`src/rtl/fcmd_pkg.sv`:
```
package fcmd_pkg;
  typedef enum logic [2:0] {
    M_ARRAY  = 3'd0,
    M_ID     = 3'd1,
    M_STAT   = 3'd2,
    M_WSETUP = 3'd3,
    M_ESETUP = 3'd4,
    M_BUSY   = 3'd5,
    M_SUSP   = 3'd6
  } mode_e;

  typedef enum logic [3:0] {
    C_READ, C_IDENT, C_STAT, C_CLR, C_ESETUP, C_CONF, C_WSETUP, C_SUSP, C_BAD
  } cmd_e;

  localparam logic [1:0] SEL_ARRAY = 2'd0;
  localparam logic [1:0] SEL_ID    = 2'd1;
  localparam logic [1:0] SEL_STAT  = 2'd2;
endpackage

```
`src/rtl/fcmd_bus_capture.sv`:
```
module fcmd_bus_capture #(
  parameter int AW     = 18,
  parameter int DW     = 16,
  parameter bit IN_REG = 1'b1
) (
  input  logic          clk_i,
  input  logic          rst_ni,
  input  logic          ce_ni,
  input  logic          we_ni,
  input  logic          oe_ni,
  input  logic [AW-1:0] addr_i,
  input  logic [DW-1:0] data_i,
  output logic          cap_o,
  output logic [AW-1:0] cap_addr_o,
  output logic [DW-1:0] cap_data_o,
  output logic          rd_a0_o
);
  logic          s_ce, s_we, s_oe;
  logic [AW-1:0] s_addr;
  logic [DW-1:0] s_data;
  logic          act, act_q;

  generate
    if (IN_REG) begin : g_reg
      always_ff @(posedge clk_i or negedge rst_ni) begin
        if (!rst_ni) begin
          s_ce   <= 1'b1;
          s_we   <= 1'b1;
          s_oe   <= 1'b1;
          s_addr <= '0;
          s_data <= '0;
        end else begin
          s_ce   <= ce_ni;
          s_we   <= we_ni;
          s_oe   <= oe_ni;
          s_addr <= addr_i;
          s_data <= data_i;
        end
      end
    end else begin : g_pass
      assign s_ce   = ce_ni;
      assign s_we   = we_ni;
      assign s_oe   = oe_ni;
      assign s_addr = addr_i;
      assign s_data = data_i;
    end
  endgenerate

  assign act = !s_ce && !s_we && s_oe;

  always_ff @(posedge clk_i or negedge rst_ni) begin
    if (!rst_ni) begin
      act_q      <= 1'b0;
      cap_addr_o <= '0;
      cap_data_o <= '0;
    end else begin
      act_q <= act;
      if (act) begin
        cap_addr_o <= s_addr;
        cap_data_o <= s_data;
      end
    end
  end

  // first enable to rise ends the cycle
  assign cap_o   = act_q && (s_ce || s_we);
  assign rd_a0_o = s_addr[0];
endmodule

```
`src/rtl/fcmd_decode.sv`:
```
module fcmd_decode
  import fcmd_pkg::*;
(
  input  logic [7:0] code_i,
  output cmd_e       cmd_o
);
  always_comb begin
    unique case (code_i)
      8'hFF:        cmd_o = C_READ;
      8'h90:        cmd_o = C_IDENT;
      8'h70:        cmd_o = C_STAT;
      8'h50:        cmd_o = C_CLR;
      8'h20:        cmd_o = C_ESETUP;
      8'hD0:        cmd_o = C_CONF;
      8'h40, 8'h10: cmd_o = C_WSETUP;
      8'hB0:        cmd_o = C_SUSP;
      default:      cmd_o = C_BAD;
    endcase
  end
endmodule

```
`src/rtl/fcmd_status.sv`:
```
module fcmd_status (
  input  logic       clk_i,
  input  logic       rst_ni,
  input  logic       clr_i,
  input  logic       set_es_i,
  input  logic       set_ws_i,
  input  logic       set_vpp_i,
  output logic [2:0] err_o     // {erase, write, vpp}
);
  always_ff @(posedge clk_i or negedge rst_ni) begin
    if (!rst_ni) begin
      err_o <= '0;
    end else if (clr_i) begin
      err_o <= '0;
    end else begin
      err_o <= err_o | {set_es_i, set_ws_i, set_vpp_i};
    end
  end
endmodule

```
`src/rtl/flash_cmd_fsm.sv`:
```
module flash_cmd_fsm
  import fcmd_pkg::*;
#(
  parameter int         AW     = 18,
  parameter int         DW     = 16,
  parameter bit         IN_REG = 1'b1,
  parameter logic [7:0] MFR_ID = 8'h2C,
  parameter logic [7:0] DEV_ID = 8'h70
) (
  input  logic          clk_i,
  input  logic          rst_ni,
  input  logic          ce_ni,
  input  logic          we_ni,
  input  logic          oe_ni,
  input  logic [AW-1:0] addr_i,
  input  logic [DW-1:0] data_i,
  input  logic          byte_mode_i,
  input  logic          eng_done_i,
  input  logic          eng_err_i,
  input  logic          eng_vpp_i,
  output logic [2:0]    mode_o,
  output logic [1:0]    rd_sel_o,
  output logic [7:0]    status_o,
  output logic [7:0]    id_data_o,
  output logic          prog_start_o,
  output logic          erase_start_o,
  output logic          suspend_o,
  output logic          resume_o,
  output logic [AW-1:0] op_addr_o,
  output logic [DW-1:0] op_data_o
);
  localparam int BW = 8;

  logic          cap;
  logic [AW-1:0] cap_addr;
  logic [DW-1:0] cap_data;
  logic          rd_a0;
  cmd_e          cmd;
  logic [2:0]    err;
  logic          is_null;

  mode_e         mode_q, mode_d;
  logic          erase_op_q, erase_op_d;
  logic          susp_arr_q, susp_arr_d;
  logic          prog_d, erase_d, susp_d, res_d;
  logic [AW-1:0] op_addr_d;
  logic [DW-1:0] op_data_d;
  logic          clr, set_es, set_ws, set_vpp;

  fcmd_bus_capture #(.AW(AW), .DW(DW), .IN_REG(IN_REG)) u_cap (
    .clk_i      (clk_i),
    .rst_ni     (rst_ni),
    .ce_ni      (ce_ni),
    .we_ni      (we_ni),
    .oe_ni      (oe_ni),
    .addr_i     (addr_i),
    .data_i     (data_i),
    .cap_o      (cap),
    .cap_addr_o (cap_addr),
    .cap_data_o (cap_data),
    .rd_a0_o    (rd_a0)
  );

  fcmd_decode u_dec (
    .code_i (cap_data[BW-1:0]),
    .cmd_o  (cmd)
  );

  fcmd_status u_sts (
    .clk_i     (clk_i),
    .rst_ni    (rst_ni),
    .clr_i     (clr),
    .set_es_i  (set_es),
    .set_ws_i  (set_ws),
    .set_vpp_i (set_vpp),
    .err_o     (err)
  );

  assign is_null = byte_mode_i ? (cap_data[BW-1:0] == {BW{1'b1}}) : (&cap_data);

  always_comb begin
    mode_d     = mode_q;
    erase_op_d = erase_op_q;
    susp_arr_d = susp_arr_q;
    prog_d     = 1'b0;
    erase_d    = 1'b0;
    susp_d     = 1'b0;
    res_d      = 1'b0;
    op_addr_d  = op_addr_o;
    op_data_d  = op_data_o;
    clr        = 1'b0;
    set_es     = 1'b0;
    set_ws     = 1'b0;
    set_vpp    = 1'b0;
    if (mode_q == M_BUSY && eng_done_i) begin
      mode_d  = M_STAT;
      set_es  = eng_err_i && erase_op_q;
      set_ws  = eng_err_i && !erase_op_q;
      set_vpp = eng_vpp_i;
    end else if (cap) begin
      unique case (mode_q)
        M_ARRAY, M_ID, M_STAT: begin
          unique case (cmd)
            C_READ:   mode_d = M_ARRAY;
            C_IDENT:  mode_d = M_ID;
            C_STAT:   mode_d = M_STAT;
            C_CLR:    clr = 1'b1;
            C_ESETUP: mode_d = M_ESETUP;
            C_WSETUP: mode_d = err[0] ? M_STAT : M_WSETUP;
            default:  ;
          endcase
        end
        M_WSETUP: begin
          if (is_null) begin
            mode_d = M_ARRAY;
          end else begin
            mode_d     = M_BUSY;
            erase_op_d = 1'b0;
            prog_d     = 1'b1;
            op_addr_d  = cap_addr;
            op_data_d  = cap_data;
          end
        end
        M_ESETUP: begin
          if (cmd != C_CONF) begin
            mode_d = M_STAT;
            set_es = 1'b1;
            set_ws = 1'b1;
          end else if (err[0]) begin
            mode_d = M_STAT;
          end else begin
            mode_d     = M_BUSY;
            erase_op_d = 1'b1;
            erase_d    = 1'b1;
            op_addr_d  = cap_addr;
          end
        end
        M_BUSY: begin
          if (erase_op_q && cmd == C_SUSP) begin
            mode_d     = M_SUSP;
            susp_arr_d = 1'b0;
            susp_d     = 1'b1;
          end
        end
        M_SUSP: begin
          unique case (cmd)
            C_READ: susp_arr_d = 1'b1;
            C_STAT: susp_arr_d = 1'b0;
            C_CONF: begin
              mode_d = M_BUSY;
              res_d  = 1'b1;
            end
            default: ;
          endcase
        end
        default: mode_d = M_ARRAY;
      endcase
    end
  end

  always_ff @(posedge clk_i or negedge rst_ni) begin
    if (!rst_ni) begin
      mode_q        <= M_ARRAY;
      erase_op_q    <= 1'b0;
      susp_arr_q    <= 1'b0;
      prog_start_o  <= 1'b0;
      erase_start_o <= 1'b0;
      suspend_o     <= 1'b0;
      resume_o      <= 1'b0;
      op_addr_o     <= '0;
      op_data_o     <= '0;
    end else begin
      mode_q        <= mode_d;
      erase_op_q    <= erase_op_d;
      susp_arr_q    <= susp_arr_d;
      prog_start_o  <= prog_d;
      erase_start_o <= erase_d;
      suspend_o     <= susp_d;
      resume_o      <= res_d;
      op_addr_o     <= op_addr_d;
      op_data_o     <= op_data_d;
    end
  end

  always_comb begin
    unique case (mode_q)
      M_ARRAY: rd_sel_o = SEL_ARRAY;
      M_ID:    rd_sel_o = SEL_ID;
      M_SUSP:  rd_sel_o = susp_arr_q ? SEL_ARRAY : SEL_STAT;
      default: rd_sel_o = SEL_STAT;
    endcase
  end

  assign mode_o    = mode_q;
  assign status_o  = {mode_q != M_BUSY, mode_q == M_SUSP, err, 3'b000};
  assign id_data_o = rd_a0 ? DEV_ID : MFR_ID;
endmodule

```
`config.mk`:
```
export PLATFORM = sky130hd
export DESIGN_NAME = flash_cmd_fsm
export DESIGN_NICKNAME = d
export VERILOG_FILES = /design/src/rtl/fcmd_pkg.sv /design/src/rtl/fcmd_bus_capture.sv /design/src/rtl/fcmd_decode.sv /design/src/rtl/fcmd_status.sv /design/src/rtl/flash_cmd_fsm.sv
export SDC_FILE = /design/constraint.sdc
export NUM_CORES = 1
export LEC_CHECK = 0
export ABC_AREA = 0
export ABC_CLOCK_PERIOD_IN_PS = 3400
export BUFFER_PORTS_ARGS = -buffer_cell sky130_fd_sc_hd__buf_2
export CAP_MARGIN = 10
export CORE_MARGIN = 4
export CORE_UTILIZATION = 53
export DETAILED_ROUTE_END_ITERATION = 10
export PLACE_DENSITY = 0.86
export SLEW_MARGIN = 40
export SYNTH_ARGS = -nofsm -noshare
export SYNTH_HDL_FRONTEND = slang
export SYNTH_SLANG_ARGS = --single-unit
```
`constraint.sdc`:
```
create_clock -name clk_i -period 3.4 [get_ports clk_i]
set_clock_uncertainty 0.15 [all_clocks]
set_input_delay 0.68 -clock clk_i [delete_from_list [all_inputs] [get_ports clk_i]]
set_output_delay 0.68 -clock clk_i [all_outputs]
set_load 0.01 [all_outputs]
```
# [Word level (Yosys, flattened, before mapping)]
# Index checks and enable logic that the tools add are counted.
[totals] register_bits=118 latchBits=0 mem_bits_rw=0 mem_bits_ro=0 inputBits=43 out_inout_bits=59 elab_cells=130 memories=0
[op_classes] addsub=0 n_mul=0 n_div=0 n_lt_le_gt_ge=0 n_eq_ne=32 shift=0 n_mux=54 bitwise=3 n_reduce_logical=23
[op_table] operator="$mux W18" count=3
[op_table] operator="$pmux W18 S2" count=1
[op_table] operator="$mux W1" count=33
[op_table] operator="$eq A8 B8 Y1 const B" count=4
[op_table] operator="$pmux W4 S8" count=1
[op_table] operator="$pmux W3 S5" count=2
[op_table] operator="$eq A8 B7 Y1 const B" count=3
[op_table] operator="$mux W3" count=8
[op_table] operator="$eq A4 B3 Y1 const B" count=4
[op_table] operator="$reduce_and A16 Y1" count=1
[op_table] operator="$eq A3 B3 Y1 const B" count=3
[op_table] operator="$ne A3 B1 Y1 const B" count=3
[op_table] operator="$eq A4 B2 Y1 const B" count=2
[op_table] operator="$eq A8 B5 Y1 const B" count=1
[op_table] operator="$eq A8 B6 Y1 const B" count=1
[op_table] operator="$reduce_and A4 Y1" count=2
[op_table] operator="$logic_and A1 B1 Y1" count=7
[op_table] operator="$mux W7" count=1
[op_table] operator="$ne A7 B4 Y1 const B" count=1
[op_table] operator="$eq A3 B2 Y1 const B" count=2
[op_table] operator="$ne A2 B2 Y1 const B" count=3
[op_table] operator="$pmux W1 S2" count=3
[op_table] operator="$pmux W2 S3" count=1
[op_table] operator="$reduce_and A6 Y1" count=1
[op_table] operator="other kinds (16)" count=21

# [Longest topological paths before layout]
# Gate-level depths: netlist of run 1.
[depth] depth_word=10 depth_mapped=9 mapped_depth_nobuf=5

# [Modules after synthesis]
# Synthesis of run 1 repeated with hierarchy kept, for this count alone.
[hier_totals] hier_cells=316 area_unflattened_um2=4680.7
[by_module_without_submodules] mod="fcmd_bus_capture" n_inst=1 cells_per_inst=111 area_per_inst_um2=2248.4 seq_area_each_um2=1805.5
[by_module_without_submodules] mod="flash_cmd_fsm" n_inst=1 cells_per_inst=171 area_per_inst_um2=2144.6 seq_area_each_um2=1076.0
[by_module_without_submodules] mod="fcmd_decode" n_inst=1 cells_per_inst=28 area_per_inst_um2=182.7 seq_area_each_um2=0.0
[by_module_without_submodules] mod="fcmd_status" n_inst=1 cells_per_inst=6 area_per_inst_um2=105.1 seq_area_each_um2=75.1

# [Least setup slack after synthesis of run 1]
# OpenSTA, ideal clock, no wires.
[synth_timing] path_type="reg2reg" startpoint="register u_cap.cap_data_o[3]" endpoint="register op_addr_o[0]" setup_ns=0.125 t_arrival_ns=2.741 required_ns=3.125 path_slack_ns=0.383 path_stages_with_launch=10 n_path_buf=4 period_less_slack_ns=3.017 path_cell_list="dfrtp_1 or4_1 buf_2 or4_1 clkbuf_2 or3_1 a21o_1 buf_6 buf_12 mux2_4"
[synth_via] elab_chain_len=6 elab_cells_between_ends=17 cone_classes="eq/ne (12); mux (2); reduce/logical (3)"
[synth_rtl] item="from (decl)" line_no="fcmd_bus_capture.sv:15" rtl="output logic [DW-1:0] cap_data_o,"
[synth_rtl] item="from (signal assigned)" line_no="fcmd_bus_capture.sv:60" rtl="cap_data_o <= s_data;"
[synth_rtl] item="$eq A8 B7 Y1 / $eq A8 B5 Y1 (equally long branches)" line_no="fcmd_decode.sv:8" rtl="unique case (code_i)"
[synth_rtl] item="$reduce_or A2 Y1" line_no="fcmd_decode.sv:8"
[synth_rtl] item="$pmux W4 S8" line_no="fcmd_decode.sv:8"
[synth_rtl] item="$ne A4 B3 Y1" line_no="flash_cmd_fsm.sv:125" rtl="if (cmd != C_CONF) begin"
[synth_rtl] item="$ne A2 B2 Y1 (no source line)"
[synth_rtl] item="$reduce_and A6 Y1 (no source line) *"
[synth_rtl] item="to (signal assigned)" line_no="flash_cmd_fsm.sv:180" rtl="op_addr_o <= op_addr_d;"
[synth_rtl] item="to (decl)" line_no="flash_cmd_fsm.sv:29" rtl="output logic [AW-1:0] op_addr_o,"
# Mark *: on every way between the ends. The rest lies on a longest branch, timed or not.
# A chain may end at the register's enable or synchronous reset.

# [Worst setup path in the final report of run 1]
[layout_timing] startpoint="register u_cap.cap_data_o[3]" endpoint="register op_addr_o[16]"
# Same word-level chain as after synthesis.

==> metrics.csv, run 1 <==
stage,metric,value,unit
outcome,status,completed,
route,routed vias,2805,
die,Ports,102,
finish,sequential cell area,2960,um^2
finish,share of layout cells above drive strength 1,49.2,%
die,row cnt,33,
placement,placed cell areas,5030,um^2
worst_setup_path,CP Cell Sequence,or4_1 > or4_1 > or3_1 > a21o_1 > buf_4 > mux2_4,
synthesis,top cell type's share of synthesized area,63.8,%
placement,RePlAce Congestion,0.898,
min_path,worst min-delay path category,input pin to async pin,
power_and_ir_drop,overall power,0.00333,W
worst_setup_path,"most used cell, CP",or4_1,
synthesis,Mapped Cells,311,
timing,Final min period,3.00,ns
timing,period utilization,88.3,%
worst_setup_path,crit-path leading delay family,simple AND/OR/NAND/NOR gates,
route,WL/cell,16.8,um
synthesis,"Top FF cell, synth",dfrtp_1,
route,Pre-Repair DR Iteration Count,4,
worst_setup_path,r2r startpoint,u_cap.cap_data_o[3],
route,Vias/cell,5.31,
worst_setup_path,crit path DAT,3.24,ns
timing,Worst Tran Pin Value,0.709,ns
clock_tree,clock slew at reported path FFs,0.06,ns
timing,Max-slew headroom,52.3,%
die,full die area,10100,um^2
grt,vias in the first global route,3002,
synthesis,Synth Area in Adders,0,%
clock_tree,H-tree Lvls,4,
finish,Final Cell Area,5540,um^2
timing,fmax,333,MHz
timing,Setup TNS,0,ns
clock_tree,Clock Tree Root,clkbuf_8,
timing,Final Max Tran Viols,0,
route,initial drt markers,153,
synthesis,Yosys warning count,0,
synthesis,Post-Synth XOR/XNOR Area,0.194,%
grt,initial antenna violation count,0,
clock_tree,Clock Latency Late Sink,0.50,ns
worst_setup_path,crit path max fanout,18,
placement,Setup WS pre-CTS,0.392,ns
clock_tree,Max Root-Sink Buffers,2,
die,Core Area,8260,um^2
timing,RSZ-0062 raised after global routing,false,
synthesis,"Distinct cells, synth",46,
clock_tree,# resized after CTS,0,
die,Starting Density,54.6,%
placement,HPWL Detailed,6.00,mm
grt,GRT overflow,0,
finish,Filler cells,587,
worst_setup_path,CP required,3.63,ns
timing,final worst slack,0.398,ns
synthesis,sequential area share after synthesis,65.5,%
synthesis,Synth Area in Compound Gates,5.30,%
worst_setup_path,Register-to-Register Path Depth,6,
synthesis,Post-synth ARST share,100,%
power_and_ir_drop,Max IR drop VDD,475,uV
route,Antenna Nets Post-Route,0,
power_and_ir_drop,leakage,2.78,nW
synthesis,"Avg Cell Area, Syn",14.5,um^2
synthesis,largest family of logic cells by synthesized area,multiplexers,
synthesis,simple-gate share of the synthesized area,6.32,%
clock_tree,TritonCTS buffer count,17,
worst_setup_path,Reg2Reg Setup Slack,0.40,ns
synthesis,Post-synth EDFFs,0,
grt,largest net degree at the start of global routing,62,
clock_tree,Post-CTS Setup Bufs,0,
worst_setup_path,Critical Path Sink Type,flop,
finish,nets,454,
synthesis,"Cell Area, Synth",4510,um^2
finish,"Core Util, Final",67.1,%
grt,GRT Overall Usage,19.0,%
worst_setup_path,crit path max-delay cell type,or4_1,
clock_tree,clk sink count,118,
die,Die Wd,100,um
grt,first-pass GRT wire length,14.6,mm
synthesis,Synth area leader,dfrtp_1,
synthesis,Seq cells post-synth,118,
route,Total Wirelength,8.85,mm
placement,Port Buffer Count,94,
worst_setup_path,Startpoint Class,flop,
worst_setup_path,CP bufs+invs,1,
worst_setup_path,Critical R2R Capture,op_addr_o[16],
route,Remaining DRCs,0,
power_and_ir_drop,Power Density,601,nW/um^2
finish,footprint of the multi-input gates,1380,um^2
flow_run,Max Cap Viol,0,
finish,Layout area overhead,22.9,%
timing,final setup fails,0,
finish,# diodes,0,
clock_tree,TritonCTS clock tree,yes,
worst_setup_path,worst setup path category,flop to flop,
worst_setup_path,"slowest stage delay, CP",0.66,ns
synthesis,proportion of synthesized area in mux cells,18.1,%
synthesis,synth top area cells,"dfrtp_1 64%, mux2_2 15%, mux2_4 3.3%",
clock_tree,hold-fix buffer count after cts,0,
timing,Final Hold Viols,0,
die,Die H,100,um
==> per-layer routing <==
layer  track usage (%)  vias up  share of wire (%)
met1              23.5     1391                 40
met2              31.0      121                 50
met3              6.32        8                8.6
met5                 0        -                  0
li1                  -     1285                  -
met4              7.67        0               0.98
==> cell usage after synthesis, types with 2 or more instances <==
| master | n |
|---|---|
| dfrtp_1 | 115 |
| mux2_2 | 59 |
| nor2_1 | 14 |
| buf_4 | 11 |
| mux2_4 | 10 |
| nand2_1 | 10 |
| a21oi_1 | 9 |
| clkbuf_1 | 8 |
| inv_1 | 6 |
| nor4_1 | 5 |
| o21ai_0 | 5 |
| nand4_1 | 4 |
| a31oi_1 | 3 |
| dfstp_2 | 3 |
| o21bai_1 | 3 |
| a21o_1 | 2 |
| and4b_1 | 2 |
| buf_1 | 2 |
| buf_6 | 2 |
| clkbuf_2 | 2 |
| conb_1 | 2 |
| nand2b_1 | 2 |
| nand3_1 | 2 |
| nand3b_1 | 2 |
| nor2b_1 | 2 |
| nor3_1 | 2 |
| nor3b_1 | 2 |
| o211ai_1 | 2 |
| o2bb2ai_1 | 2 |
| or4_1 | 2 |
==> state kept, by name, summed over array words and instances (netlist names), 3 cells and up <==
register and flops:
u_cap.cap_addr_o 18, u_cap.s_addr 18, u_cap.s_data 16, u_sts.err_o 3
mode_o 3, u_cap.cap_data_o 16, op_data_o 16, op_addr_o 18
==> area by class of cell <==
| class | count | area share (%) |
|---|---|---|
| multi-input cells | 165 | 24.9 |
| repair buffers | 103 | 9.75 |
| inverters | 6 | 0.406 |
| clock inverters | 11 | 1.42 |
| flip-flops and latches | 118 | 53.3 |
| well taps | 105 | 2.37 |
| clock buffers | 20 | 7.85 |
==> per-stage QoR <==
| step | hold WS (ns) | std cells |
|---|---|---|
| 2_1_floorplan | 0.234 | 316 |
| 3_3_place_gp | 0.291 | 497 |
| 3_5_place_dp | 0.286 | 497 |
| 4_1_cts | 0.0930 | 528 |
| 5_1_grt | 0.103 | 528 |
| 6_report | 0.0805 | 528 |
==> worst register-to-register path, cell delays in order (launching register included) <==
cell     delay (ns)
dfrtp_1        0.41
or4_1          0.66
or4_1          0.53
or3_1          0.38
a21o_1         0.19
buf_4          0.23
mux2_4         0.34
==> worst max-delay path by stage <==
stage,start,end,slack [ns],cells past startpoint
after detailed placement,u_cap.cap_data_o[3],op_addr_o[0],0.39,6
after floorplan,u_cap.cap_data_o[3],op_addr_o[0],0.38,9
after global placement,u_cap.cap_data_o[3],op_addr_o[9],0.49,6
after global routing,u_cap.cap_data_o[3],op_addr_o[15],0.30,6
final,u_cap.cap_data_o[3],op_addr_o[16],0.40,6
after CTS,u_cap.cap_data_o[3],op_addr_o[16],0.39,6
==> layout by cell type (no fill, tap or decap), drive strengths merged, types with 7 or more instances in the layout <==
cell type	instances
a21oi	9
buf	103
clkbuf	20
conb	7
dfrtp	115
inv	8
mux2	69
nand2	10
nor2	14
==> kinds of logic after synthesis <==
family | count (synthesis)
flops | 118
mux | 69
simple gates | 53
compound gates | 35
buf+inv | 33
other cells | 2
xor+xnor | 1
==> where the power goes <==
group / switching [W] / internal (W)
logic: 0.0000973 / 0.000114
clock network: 0.000618 / 0.000909
registers: 0.0000882 / 0.00151
No activity file was read; power rests on OpenSTA's default activity.
==> run 2: changes to the inputs <==
--- a/config.mk
+++ b/config.mk
@@ -11,6 +11,8 @@
 export CAP_MARGIN = 10
 export CORE_MARGIN = 4
 export CORE_UTILIZATION = 53
+export CTS_BUF_LIST = sky130_fd_sc_hd__clkbuf_16
+export CTS_CLUSTER_DIAMETER = 150
 export DETAILED_ROUTE_END_ITERATION = 10
 export PLACE_DENSITY = 0.86
 export SLEW_MARGIN = 40
==> run 2 against run 1 <==
Maximum frequency fell by 0.30%. Hold slack better by 0.093 ns. First-iteration DRC count fell by 4.6%. Routed wire length grew 1.9%. Utilization about the same. Combinational power about the same. Setup slack got worse by 0.0089 ns. Cell count unchanged. Design area hardly changed. Via count did not move. Critical endpoint is now op_addr_o[15].
==> metrics.csv, run 2 (same netlist as run 1, synthesis figures left out) <==
stage,metric,value,unit
power_and_ir_drop,Max IR drop VDD,485,uV
clock_tree,Post-CTS Setup Bufs,0,
outcome,status,completed,
timing,Max-slew headroom,52.5,%
timing,RSZ-0062 raised after global routing,false,
clock_tree,Clock Latency Late Sink,0.40,ns
timing,fmax,332,MHz
grt,vias in the first global route,3033,
timing,Final Max Tran Viols,0,
power_and_ir_drop,Power Density,605,nW/um^2
worst_setup_path,crit path max fanout,18,
clock_tree,TritonCTS clock tree,yes,
clock_tree,hold-fix buffer count after cts,0,
timing,final setup fails,0,
route,Remaining DRCs,0,
clock_tree,Max Root-Sink Buffers,2,
route,routed vias,2805,
route,Antenna Nets Post-Route,0,
route,initial drt markers,146,
worst_setup_path,Critical Path Sink Type,flop,
worst_setup_path,CP required,3.53,ns
worst_setup_path,worst setup path category,flop to flop,
clock_tree,Clock Tree Root,clkbuf_16,
grt,GRT Overall Usage,19.5,%
finish,# diodes,0,
placement,Setup WS pre-CTS,0.392,ns
timing,Worst Tran Pin Value,0.706,ns
die,Core Area,8260,um^2
worst_setup_path,crit path DAT,3.14,ns
die,Starting Density,54.6,%
clock_tree,clock slew at reported path FFs,0.05,ns
finish,Final Cell Area,5550,um^2
finish,Layout area overhead,22.9,%
clock_tree,# resized after CTS,0,
power_and_ir_drop,leakage,2.79,nW
clock_tree,clk sink count,118,
route,Total Wirelength,9.02,mm
grt,GRT overflow,0,
flow_run,Max Cap Viol,0,
placement,HPWL Detailed,6.00,mm
timing,period utilization,88.6,%
clock_tree,TritonCTS buffer count,17,
finish,share of layout cells above drive strength 1,48.9,%
finish,nets,454,
clock_tree,H-tree Lvls,4,
grt,largest net degree at the start of global routing,62,
worst_setup_path,Startpoint Class,flop,
route,Vias/cell,5.31,
placement,placed cell areas,5030,um^2
die,Die H,100,um
min_path,worst min-delay path category,input pin to async pin,
placement,RePlAce Congestion,0.898,
timing,Setup TNS,0,ns
route,Pre-Repair DR Iteration Count,4,
timing,Final Hold Viols,0,
grt,initial antenna violation count,0,
die,full die area,10100,um^2
die,Ports,102,
die,row cnt,33,
timing,Final min period,3.01,ns
grt,first-pass GRT wire length,14.9,mm
die,Die Wd,100,um
finish,largest registers,"op_addr_o (18), u_cap.cap_addr_o (18), u_cap.s_addr (18)",
route,WL/cell,17.1,um
finish,"most common cell after layout, fill and taps aside",dfrtp_1,
timing,final worst slack,0.389,ns
placement,Port Buffer Count,94,
finish,most frequent cells in the layout,"115 x dfrtp_1, 93 x buf_2, 59 x mux2_2",
## run 2: cell count changes in the layout (fill, tap and decap cells not counted), sizes merged
cell    change
clkbuf      -3
clkinv      +1
inv         +2
## run 2: cell type report
cell class,count,area [um^2]
sequential,118,2960
fill,580,2710
multi-input combinational,165,1380
timing repair buffer,103,541
clock buffer,17,425
tap,105,131
clock inverter,14,90.1
inverter,6,22.5
## run 2: metal layers
layer / GRT usage (%) / part of all wire [%]
met1: 24.1 / 40
met2: 31.5 / 50
met3: 6.67 / 8.0
met4: 7.98 / 1.6
met5: 0 / 0
## run 2: per-stage QoR
stage               hold slack [ns]  total power (W)  cells  util [%]
CTS                           0.207          0.00337    528      67.2
detailed placement            0.286          0.00183    497      60.9
global route                  0.212          0.00349    528      67.2
finish                        0.174          0.00335    528      67.2
global placement              0.291          0.00181    497      60.9
floorplan                     0.234          0.00174    316         -
## run 2: path summary, 6_finish.rpt
check	startpoint	end	slack (ns)	depth (start not counted)
max	u_cap.cap_data_o[3]	op_addr_o[15]	0.39	6
min	rst_ni	u_cap.s_data[12]	0.17	1
max reg2reg	u_cap.cap_data_o[3]	op_addr_o[15]	0.39	6
min reg2reg	u_cap.s_data[7]	u_cap.cap_data_o[7]	0.30	2
max in group asynchronous	rst_ni	u_cap.cap_data_o[1]	2.05	2
min in group clk_i	we_ni	u_cap.s_we	0.22	1
## run 2: critical path, cell delays in order, from the launching register on
cell and delay, ns:
dfrtp_1 0.41, or4_1 0.65, or4_1 0.53, or3_1 0.38, a21o_1 0.19, buf_4 0.23
mux2_4 0.33
## run 2: power breakdown
group / internal [W] / total (W) / switching, W
Clock: 0.000916 / 0.00154 / 0.000627
Sequential: 0.00151 / 0.00160 / 0.0000896
Combinational: 0.000115 / 0.000213 / 0.0000986
Total: 0.00254 / 0.00335 / 0.000815
==> run 3: changes to the inputs <==
--- a/config.mk
+++ b/config.mk
@@ -14,6 +14,7 @@
 export CTS_BUF_LIST = sky130_fd_sc_hd__clkbuf_16
 export CTS_CLUSTER_DIAMETER = 150
 export DETAILED_ROUTE_END_ITERATION = 10
+export MAX_ROUTING_LAYER = met4
 export PLACE_DENSITY = 0.86
 export SLEW_MARGIN = 40
 export SYNTH_ARGS = -nofsm -noshare
==> run 3 against run 2 <==
Setup slack worse by 0.15 ns. Clock power up 25%. Utilization up 1.5 points. Sequential power about the same. Critical path depth unchanged. Clock-buffer cell count unchanged. Design area up 2.2%. Critical endpoint is now op_addr_o[14]. Largest cell class unchanged. Largest power group is now clock. Highest routed layer unchanged.
==> metrics.csv, run 3 (same netlist as run 1, synthesis figures left out) <==
stage,metric,value,unit
outcome,status,completed,
timing,Final Hold Viols,0,
worst_setup_path,crit path DAT,3.30,ns
timing,Final min period,3.17,ns
route,Antenna Nets Post-Route,0,
die,row cnt,33,
flow_run,Max Cap Viol,0,
power_and_ir_drop,Sw Pwr,0.000816,W
timing,RSZ-0062 raised after global routing,false,
timing,Max-slew headroom,52.5,%
clock_tree,Clock Tree Root,clkbuf_16,
clock_tree,clock slew at reported path FFs,0.06,ns
clock_tree,Post-CTS Setup Bufs,0,
power_and_ir_drop,cell internal pwr,0.00292,W
die,full die area,10100,um^2
route,Vias/cell,5.27,
finish,most frequent cells in the layout,"115 x dfrtp_1, 93 x buf_2, 59 x mux2_2",
grt,first-pass GRT wire length,15.2,mm
die,Ports,102,
timing,fmax,316,MHz
worst_setup_path,Startpoint Class,flop,
worst_setup_path,Critical Path Sink Type,flop,
grt,vias in the first global route,3019,
power_and_ir_drop,Gate power share,5.8,%
power_and_ir_drop,Reg power frac,42.7,%
worst_setup_path,r2r startpoint,u_cap.cap_data_o[3],
power_and_ir_drop,power share of the clock group,51.5,%
placement,HPWL Detailed,5.96,mm
route,WL/cell,17.3,um
placement,Port Buffer Count,94,
die,Starting Density,54.6,%
route,Pre-Repair DR Iteration Count,4,
finish,Layout area overhead,25.6,%
grt,largest net degree at the start of global routing,50,
route,routed vias,2777,
route,Total Wirelength,9.12,mm
clock_tree,hold-fix buffer count after cts,0,
finish,sequential cell area,2960,um^2
grt,initial antenna violation count,0,
die,Die H,100,um
placement,Setup WS pre-CTS,0.279,ns
clock_tree,Clock Latency Late Sink,0.41,ns
grt,GRT overflow,0,
clock_tree,Max Root-Sink Buffers,2,
min_path,worst min-delay path category,input pin to async pin,
placement,RePlAce Congestion,0.920,
timing,final worst slack,0.235,ns
route,initial drt markers,117,
worst_setup_path,start point of the critical path,u_cap.cap_data_o[3],
timing,Final Max Tran Viols,0,
power_and_ir_drop,Power Density,659,nW/um^2
clock_tree,H-tree Lvls,4,
power_and_ir_drop,switching share of total power,21.9,%
route,Remaining DRCs,0,
die,Core Area,8260,um^2
worst_setup_path,CP required,3.53,ns
worst_setup_path,crit path max fanout,18,
timing,final setup fails,0,
finish,footprint of the multi-input gates,1380,um^2
die,Die Wd,100,um
timing,period utilization,93.1,%
finish,Filler cells,551,
finish,largest registers,"op_addr_o (18), u_cap.cap_addr_o (18), u_cap.s_addr (18)",
power_and_ir_drop,leakage,2.85,nW
finish,share of layout cells above drive strength 1,48.8,%
power_and_ir_drop,Max IR drop VDD,609,uV
grt,GRT Overall Usage,20.4,%
worst_setup_path,worst setup path category,flop to flop,
timing,Setup TNS,0,ns
clock_tree,TritonCTS buffer count,17,
finish,# diodes,0,
finish,nets,452,
finish,"most common cell after layout, fill and taps aside",dfrtp_1,
clock_tree,# resized after CTS,0,
clock_tree,clk sink count,118,
clock_tree,TritonCTS clock tree,yes,
timing,Worst Tran Pin Value,0.706,ns
[run 3: changes by cell type in the layout (fill, tap and decap cells not counted), sizes merged]
cell      delta
bufinv       +5
clkinvlp     -3
buf          -2
clkinv       -1
[run 3: critical path, stage by stage, from the launching register on]
cell and delay [ns]:
dfrtp_1 0.42, or4_1 0.66, or4_1 0.65, or3_1 0.42, a21o_1 0.19, buf_4 0.22
mux2_4 0.33
[run 3: final timing paths]
kind	slack, ns	end	cells past startpoint
max	0.23	op_addr_o[14]	6
min reg2reg	0.31	u_cap.cap_data_o[7]	2
max reg2reg	0.23	op_addr_o[14]	6
min	0.14	u_cap.cap_addr_o[4]	1
min in group clk_i	0.22	u_cap.s_ce	1
max in group asynchronous	2.25	u_cap.s_addr[16]	2
[run 3: final cells by class]
| type | count | area share (%) |
|---|---|---|
| Timing Repair Buffer | 101 | 9.50 |
| Clock buffer | 17 | 7.51 |
| Clock inverter | 15 | 3.75 |
| Sequential cell | 118 | 52.2 |
| Inverter | 6 | 0.398 |
| Multi-Input combinational cell | 165 | 24.3 |
| Tap cell | 105 | 2.32 |
[run 3: routing by layer]
metal  global-route usage [%]  vias to the layer above  wire length, um  part of all wire [%]
met5                        -                        -                0                     0
met4                     7.67                        0              144                   1.6
met3                     6.32                       14              613                   6.7
met2                     32.6                      122             4540                    50
met1                     24.6                     1359             3820                    42
li1                         -                     1282                -                     -
[run 3: metrics by stage]
stage | utilization, % | total power, W | std cells | hold slack [ns] | cell area, um^2
CTS | 68.6 | 0.00376 | 527 | 0.148 | 5670
finish | 68.6 | 0.00373 | 527 | 0.143 | 5670
global route | 68.6 | 0.00387 | 527 | 0.182 | 5670
floorplan | - | 0.00174 | 316 | 0.234 | 4530
detailed placement | 60.9 | 0.00183 | 495 | 0.286 | 5030
global placement | 60.9 | 0.00181 | 495 | 0.307 | 5030
[run 3: power groups by stage]
| stage | clock (W) | sequential, W | combinational, W |
|---|---|---|---|
| finish | 0.00192 | 0.00159 | 0.000216 |
| detailed placement | 0 | 0.00162 | 0.000215 |
| floorplan | 0 | 0.00157 | 0.000163 |
| CTS | 0.00195 | 0.00159 | 0.000219 |
| global placement | 0 | 0.00160 | 0.000204 |
| global route | 0.00202 | 0.00161 | 0.000241 |
